===== src/rtl/mfp_pkg.sv =====
package mfp_pkg;
  localparam int NUM_PINS = 3;
  localparam int PIN_VSEL = 0;
  localparam int PIN_RST  = 1;
  localparam int PIN_STBY = 2;

  typedef enum logic [1:0] {RS_IDLE, RS_DOWN, RS_UP} rst_st_e;
  typedef enum logic [1:0] {ST_PU, ST_PD, ST_DONE} strap_st_e;
endpackage


===== src/rtl/mfp_filter.sv =====
module mfp_filter #(
  parameter int DEGLITCH = 16,
  parameter bit RST_VAL  = 1'b1
) (
  input  logic clk_i,
  input  logic rst_ni,
  input  logic pin_i,
  output logic filt_o
);
  localparam int CW = $clog2(DEGLITCH + 1);
  localparam logic [CW-1:0] LAST = CW'(DEGLITCH - 1);

  logic s1_q, s2_q, filt_q;
  logic [CW-1:0] cnt_q;

  always_ff @(posedge clk_i or negedge rst_ni) begin
    if (!rst_ni) begin
      s1_q   <= RST_VAL;
      s2_q   <= RST_VAL;
      filt_q <= RST_VAL;
      cnt_q  <= '0;
    end else begin
      s1_q <= pin_i;
      s2_q <= s1_q;
      if (s2_q == filt_q) begin
        cnt_q <= '0;
      end else if (cnt_q == LAST) begin
        filt_q <= s2_q;
        cnt_q  <= '0;
      end else begin
        cnt_q <= cnt_q + 1'b1;
      end
    end
  end

  assign filt_o = filt_q;

  // filtered level only ever moves toward the synchronized input
  assert_filt_follows_R2: assert property (@(posedge clk_i) disable iff (!rst_ni)
    !$stable(filt_q) |-> filt_q == $past(s2_q));
endmodule


===== src/rtl/mfp_rst_seq.sv =====
module mfp_rst_seq
  import mfp_pkg::*;
(
  input  logic clk_i,
  input  logic rst_ni,
  input  logic en_i,
  input  logic filt_i,
  input  logic cold_i,
  input  logic down_ack_i,
  input  logic up_ack_i,
  output logic warm_o,
  output logic down_req_o,
  output logic up_req_o
);
  rst_st_e state_q;
  logic    prev_q, warm_q, fall;

  assign fall = en_i & prev_q & ~filt_i;

  always_ff @(posedge clk_i or negedge rst_ni) begin
    if (!rst_ni) begin
      state_q <= RS_IDLE;
      prev_q  <= 1'b1;
      warm_q  <= 1'b0;
    end else begin
      prev_q <= filt_i;
      warm_q <= 1'b0;
      unique case (state_q)
        RS_IDLE: if (fall) begin
          if (cold_i) state_q <= RS_DOWN;
          else        warm_q  <= 1'b1;
        end
        RS_DOWN: if (down_ack_i) state_q <= RS_UP;
        RS_UP:   if (up_ack_i)   state_q <= RS_IDLE;
        default: state_q <= RS_IDLE;
      endcase
    end
  end

  assign warm_o     = warm_q;
  assign down_req_o = (state_q == RS_DOWN);
  assign up_req_o   = (state_q == RS_UP);

  assert_warm_single_R4: assert property (@(posedge clk_i) disable iff (!rst_ni)
    warm_q |=> !warm_q);
  // filter cannot release within one cycle, so pin is still low at the pulse
  assert_warm_pin_low_R4: assert property (@(posedge clk_i) disable iff (!rst_ni)
    warm_q |-> !filt_i);
  assert_req_exclusive_R5: assert property (@(posedge clk_i) disable iff (!rst_ni)
    $onehot0({warm_q, down_req_o, up_req_o}));
  assert_down_then_up_R5: assert property (@(posedge clk_i) disable iff (!rst_ni)
    down_req_o && down_ack_i |=> up_req_o);
endmodule


===== src/rtl/mfp_strap.sv =====
module mfp_strap
  import mfp_pkg::*;
#(
  parameter int SETTLE = 24,
  parameter int CODE_W = 8,
  parameter logic [CODE_W-1:0] V135_CODE = 8'd30,
  parameter logic [CODE_W-1:0] V120_CODE = 8'd24
) (
  input  logic              clk_i,
  input  logic              rst_ni,
  input  logic              pin_i,
  input  logic [CODE_W-1:0] reg_code_i,
  output logic              pu_o,
  output logic              pd_o,
  output logic              done_o,
  output logic [CODE_W-1:0] code_o
);
  localparam int CW = $clog2(SETTLE + 1);
  localparam logic [CW-1:0] LAST = CW'(SETTLE - 1);

  strap_st_e     state_q;
  logic [CW-1:0] cnt_q;
  logic          up_q, dn_q;

  always_ff @(posedge clk_i or negedge rst_ni) begin
    if (!rst_ni) begin
      state_q <= ST_PU;
      cnt_q   <= '0;
      up_q    <= 1'b0;
      dn_q    <= 1'b0;
    end else begin
      unique case (state_q)
        ST_PU: if (cnt_q == LAST) begin
          up_q    <= pin_i;
          cnt_q   <= '0;
          state_q <= ST_PD;
        end else cnt_q <= cnt_q + 1'b1;
        ST_PD: if (cnt_q == LAST) begin
          dn_q    <= pin_i;
          cnt_q   <= '0;
          state_q <= ST_DONE;
        end else cnt_q <= cnt_q + 1'b1;
        default: state_q <= ST_DONE;
      endcase
    end
  end

  assign pu_o   = (state_q == ST_PU);
  assign pd_o   = (state_q == ST_PD);
  assign done_o = (state_q == ST_DONE);

  always_comb begin
    if (!done_o)           code_o = reg_code_i;
    else if (up_q && dn_q)   code_o = V135_CODE;
    else if (!up_q && !dn_q) code_o = V120_CODE;
    else                     code_o = reg_code_i;
  end

  assert_strap_latched_R8: assert property (@(posedge clk_i) disable iff (!rst_ni)
    done_o && $past(done_o) |-> $stable({up_q, dn_q}));
  assert_pulls_exclusive_R9: assert property (@(posedge clk_i) disable iff (!rst_ni)
    !(pu_o && pd_o));
  assert_pulls_off_done_R9: assert property (@(posedge clk_i) disable iff (!rst_ni)
    done_o |=> done_o && !pu_o && !pd_o);
endmodule


===== src/rtl/mfp_ctrl.sv =====
module mfp_ctrl
  import mfp_pkg::*;
#(
  parameter int DEGLITCH  = 16,
  parameter int SETTLE    = 24,
  parameter int NUM_RAILS = 7,
  parameter int CODE_W    = 8,
  parameter logic [CODE_W-1:0] V18_CODE  = 8'd48,
  parameter logic [CODE_W-1:0] V135_CODE = 8'd30,
  parameter logic [CODE_W-1:0] V120_CODE = 8'd24
) (
  input  logic                 clk_i,
  input  logic                 rst_ni,
  input  logic                 pin_vsel_i,
  input  logic                 pin_rst_i,
  input  logic                 pin_stby_i,
  input  logic                 cfg_vsel_ddr_i,
  input  logic                 cfg_vsel_pol_i,
  input  logic                 cfg_rst_is_mode_i,
  input  logic                 cfg_stby_is_mode_i,
  input  logic                 cfg_cold_i,
  input  logic [NUM_RAILS-1:0] cfg_stby_mask_i,
  input  logic                 mode_i2c_i,
  input  logic [CODE_W-1:0]    ldo_reg_code_i,
  input  logic [CODE_W-1:0]    buck3_reg_code_i,
  input  logic                 seq_down_ack_i,
  input  logic                 seq_up_ack_i,
  output logic                 pwm_force_o,
  output logic                 stby_req_o,
  output logic [NUM_RAILS-1:0] stby_rails_o,
  output logic                 warm_rst_o,
  output logic                 seq_down_req_o,
  output logic                 seq_up_req_o,
  output logic [CODE_W-1:0]    ldo_code_o,
  output logic [CODE_W-1:0]    buck3_code_o,
  output logic                 strap_pu_o,
  output logic                 strap_pd_o
);
  // strap phase must outlast synchronizer plus filter
  localparam int MIN_SETTLE = DEGLITCH + 3;

  logic [NUM_PINS-1:0] pins, filt;
  logic                mode_pin_low, stby_role, strap_done;
  logic [CODE_W-1:0]   strap_code;

  assign pins = {pin_stby_i, pin_rst_i, pin_vsel_i};

  for (genvar g = 0; g < NUM_PINS; g++) begin : g_pin
    mfp_filter #(.DEGLITCH(DEGLITCH), .RST_VAL(1'b1)) u_filt (
      .clk_i  (clk_i),
      .rst_ni (rst_ni),
      .pin_i  (pins[g]),
      .filt_o (filt[g])
    );
  end

  // reset pin wins the mode role when both claim it
  always_comb begin
    if (cfg_rst_is_mode_i)       mode_pin_low = ~filt[PIN_RST];
    else if (cfg_stby_is_mode_i) mode_pin_low = ~filt[PIN_STBY];
    else                         mode_pin_low = 1'b0;
  end

  assign stby_role    = ~cfg_stby_is_mode_i;
  assign pwm_force_o  = mode_i2c_i | mode_pin_low;
  assign stby_req_o   = stby_role & ~filt[PIN_STBY];
  assign stby_rails_o = stby_req_o ? cfg_stby_mask_i : '0;

  mfp_rst_seq u_rst (
    .clk_i      (clk_i),
    .rst_ni     (rst_ni),
    .en_i       (~cfg_rst_is_mode_i),
    .filt_i     (filt[PIN_RST]),
    .cold_i     (cfg_cold_i),
    .down_ack_i (seq_down_ack_i),
    .up_ack_i   (seq_up_ack_i),
    .warm_o     (warm_rst_o),
    .down_req_o (seq_down_req_o),
    .up_req_o   (seq_up_req_o)
  );

  mfp_strap #(
    .SETTLE    (SETTLE < MIN_SETTLE ? MIN_SETTLE : SETTLE),
    .CODE_W    (CODE_W),
    .V135_CODE (V135_CODE),
    .V120_CODE (V120_CODE)
  ) u_strap (
    .clk_i      (clk_i),
    .rst_ni     (rst_ni),
    .pin_i      (filt[PIN_VSEL]),
    .reg_code_i (buck3_reg_code_i),
    .pu_o       (strap_pu_o),
    .pd_o       (strap_pd_o),
    .done_o     (strap_done),
    .code_o     (strap_code)
  );

  assign ldo_code_o = (!cfg_vsel_ddr_i && (filt[PIN_VSEL] == cfg_vsel_pol_i))
                      ? V18_CODE : ldo_reg_code_i;
  assign buck3_code_o = (cfg_vsel_ddr_i && strap_done) ? strap_code : buck3_reg_code_i;

  assert_i2c_forces_R3: assert property (@(posedge clk_i) disable iff (!rst_ni)
    mode_i2c_i |-> pwm_force_o);
  assert_stby_pin_ignored_R1: assert property (@(posedge clk_i) disable iff (!rst_ni)
    cfg_rst_is_mode_i && cfg_stby_is_mode_i && !mode_i2c_i && filt[PIN_RST]
    |-> !pwm_force_o && !stby_req_o);
  assert_stby_mask_R6: assert property (@(posedge clk_i) disable iff (!rst_ni)
    !stby_req_o |-> stby_rails_o == '0);
  assert_ddr_ldo_reg_R7: assert property (@(posedge clk_i) disable iff (!rst_ni)
    cfg_vsel_ddr_i |-> ldo_code_o == ldo_reg_code_i);
endmodule


===== config.mk =====
export PLATFORM = sky130hd
export DESIGN_NAME = mfp_ctrl
export DESIGN_NICKNAME = d
export VERILOG_FILES = /design/src/rtl/mfp_pkg.sv /design/src/rtl/mfp_filter.sv /design/src/rtl/mfp_rst_seq.sv /design/src/rtl/mfp_strap.sv /design/src/rtl/mfp_ctrl.sv
export SDC_FILE = /design/constraint.sdc
export NUM_CORES = 1
export LEC_CHECK = 0
export ABC_AREA = 1
export BUFFER_PORTS_ARGS = -buffer_cell sky130_fd_sc_hd__buf_2
export CAP_MARGIN = 0
export CORE_AREA = 2 2 65 67
export CTS_CLUSTER_SIZE = 25
export DETAILED_ROUTE_END_ITERATION = 12
export DIE_AREA = 0 0 67 69
export PLACE_DENSITY = 0.81
export SLEW_MARGIN = 20
export SYNTH_ARGS = -nofsm -noshare
export SYNTH_HDL_FRONTEND = slang
export SYNTH_SLANG_ARGS = --single-unit

===== constraint.sdc =====
create_clock -name clk_i -period 1.1 [get_ports clk_i]
set_input_delay 0.055 -clock clk_i [delete_from_list [all_inputs] [get_ports clk_i]]
set_output_delay 0.055 -clock clk_i [all_outputs]
set_load 0.03 [all_outputs]

==> results.yml <==
run_status:
  status: "finished with violations"
  violations: "negative setup slack"
sta:
  max_freq_ghz: 0.705
  rsz0062_at_grt: "true"
  setup_violations: 36
  max-slew-margin-rel: 0.829
  drv_slew: 0
  hold_viol: 0
  timing.final.ws_setup_ns: -0.318
  finalCritPeriodShare: 1.29
  fin_setup_tns_ns: -7.01
  max_slew.worst_pin.slew_ns: 0.257
  finalClockSkew_ns: 0.00724
  fin_crit_ns: 1.42
detailed_routing:
  viasPerCell: 4.70
  wl_um: 4560
  ant_nets: 0
  vias: 1844
  drc: 0
  wl_per_cell_um: 11.6
  drt_iter0_drc: 63
  drtPass1Iterations: 4
synthesis:
  syn_nets: 273
  yosys_warnings: 0
  ys_ff_latch: 37
  netlist_instances: 233
  yosysTopAreaCell: "dfrtp_1"
  ys_seq_area_frac: 0.491
  synth_area_leaders: "dfrtp_1 35%, dfstp_2 14%, nand2_1 11%"
  ys_types: 28
  synth_top_area_frac: 0.354
  syn-mean-instance-area_um2: 8.19
  netlist_area_um2: 1910
worst_hold_path:
  hp-class: "input pin to register"
critical_path:
  cp_num_buf_inv: 2
  criticalPathCategory: "register to output pin"
  worstPathMaxFanout: 8
  ff2ff_setup_slack_ns: -0.10
  crit_arrival_ns: 1.36
  startpoint_type: "register"
  crit_slowest_cell: "dfstp_2"
  cp-end-kind: "output pin"
  cp.required_ns: 1.04
  cp_top_family: "flip-flops"
  slowest_delay_ns: 0.58
  path_cells: "xnor2_4, nand2_4, nand2_2, inv_2, buf_6"
clocking:
  cts_buffers: 5
  cts-root-buf: "clkbuf_8"
  htree_num_levels: 2
  clkLatencyLatePin_ns: 0.29
  cts_buffer_depth: 2
  cts_tree: "built"
  cts.sinks: 37
  clk_pin_slew_worst_paths_ns: 0.07
global_routing:
  grt_use_met2: 0.367
  grt_max_degree: 38
  met3_usage: 0.0636
  grt_use_total: 0.197
  grt_pass1_vias: 1744
  antenna_found_initial: 0
  grt_pass1_wl_um: 7000
  busiest_layer: "met2"
  grt.overflow.total: 0
  use_met1: 0.197
place:
  place_hpwl_um: 2900
  pre_cts_slack_ns: -0.0494
  place_congestion: 0.774
  io_buffers: 65
floorplan:
  fp.dieArea_um2: 4620
  row_count: 23
  die_y_um: 69
  io_pins: 66
  start_util: 0.488
  die_w_um: 67
  core_region_area_um2: 3910
run:
  drv_cap: 0
power_and_ir_drop:
  p_leak_uw: 0.00166
  ir_drop_mv: 0.875
  pwr_density_cell_nw_per_um2: 952
final_layout:
  layout.nets: 381
  layout_common_cells: "41 x nand2_1, 36 x buf_2, 32 x inv_1, 32 x buf_6, 28 x buf_4"
  final_common_cell: "nand2_1"
  areaGrowthSynthToFinish_pct: 64.2
  antenna_cells: 0
  layout-drive-gt1-share: 0.550
==> worst paths after layout <==
kind	start	to	depth (start not counted)
min	cfg_cold_i	u_rst.warm_o	3
max in group asynchronous	rst_ni	g_pin[1].u_filt.s1_q	3
min reg2reg	g_pin[2].u_filt.s1_q	g_pin[2].u_filt.s2_q	0
max reg2reg	u_strap.state_q[1]	u_strap.dn_q	7
max	g_pin[0].u_filt.filt_o	ldo_code_o[6]	5
min in group asynchronous	rst_ni	g_pin[2].u_filt.cnt_q[3]	3
==> where the power goes <==
group,leakage [uW],internal (uW),switching (uW),total [uW]
clock network,0.0000455,511,465,975
logic,0.00115,264,306,571
registers,0.000465,1410,32.0,1440
==> layout make-up <==
type	count	area (um^2)
inverter	46	180
sequential	37	942
fill	245	778
tap	50	62.6
timing repair buffer	103	831
multi-input combinational	148	1030
clock buffer	8	90.1
==> worst min-delay path, stage by stage <==
cell,delay [ns]
buf_2,0.10
nor3_2,0.04
and3_1,0.15
==> stage by stage <==
step / hold WS, ns / power, uW / instances / utilization / area, um^2
after floorplan: -0.241 / 1700 / 233 / - / 1950
after detailed placement: 0.0326 / 1880 / 358 / 0.621 / 2430
final: 0.0986 / 2990 / 392 / 0.801 / 3140
after CTS: 0.0794 / 2960 / 381 / 0.739 / 2890
after global placement: 0.0284 / 1870 / 358 / 0.621 / 2430
after global routing: 0.0926 / 3130 / 392 / 0.801 / 3140
==> what timing repair did <==
action                                 in CTS  in global routing
setup buffers                               9                 12
endpoints found under the hold margin      41                  0
hold buffers                                6                  0
gates resized for setup                    75                 51
gates cloned                                0                  0
setup endpoints to repair                  39                 56
pin swaps                                  13                 21
==> per-layer routing <==
| layer | vias up | routed length, um |
|---|---|---|
| met5 | - | 0 |
| met4 | 0 | 49 |
| met3 | 5 | 384 |
| met2 | 78 | 2460 |
| met1 | 842 | 1660 |
| li1 | 919 | - |
==> synthesized netlist by cell type, drive strengths merged <==
library cell,count
o21ai,4
ha,4
a21o,1
dfstp,10
xnor2,4
buf,2
nand4,3
or2,1
nand2,59
nor3,8
dfrtp,27
o31ai,2
clkinv,3
xor2,3
nor2,43
nand3,12
a21oi,3
and3,1
inv,43
==> cell families after synthesis <==
family	after synthesis	synth area share
and+or+nand+nor	127	0.302
buffers and inverters	48	0.102
DFF	37	0.491
AOI/OAI and AO/OA	10	0.0360
xor gates and xnor gates	7	0.0419
adders and majority gates	4	0.0262
==> registers in the layout, indices dropped and copies added, names as in the netlist <==
name	flops
g_pin.u_filt.cnt_q	15
u_strap.cnt_q	5
g_pin.u_filt.filt_o	3
g_pin.u_filt.s1_q	3
g_pin.u_filt.s2_q	3
u_rst.state_q	2
u_strap.state_q	2
u_rst.prev_q	1
u_rst.warm_o	1
u_strap.dn_q	1
u_strap.up_q	1
Note: power is estimated with default switching activity, not from simulation.
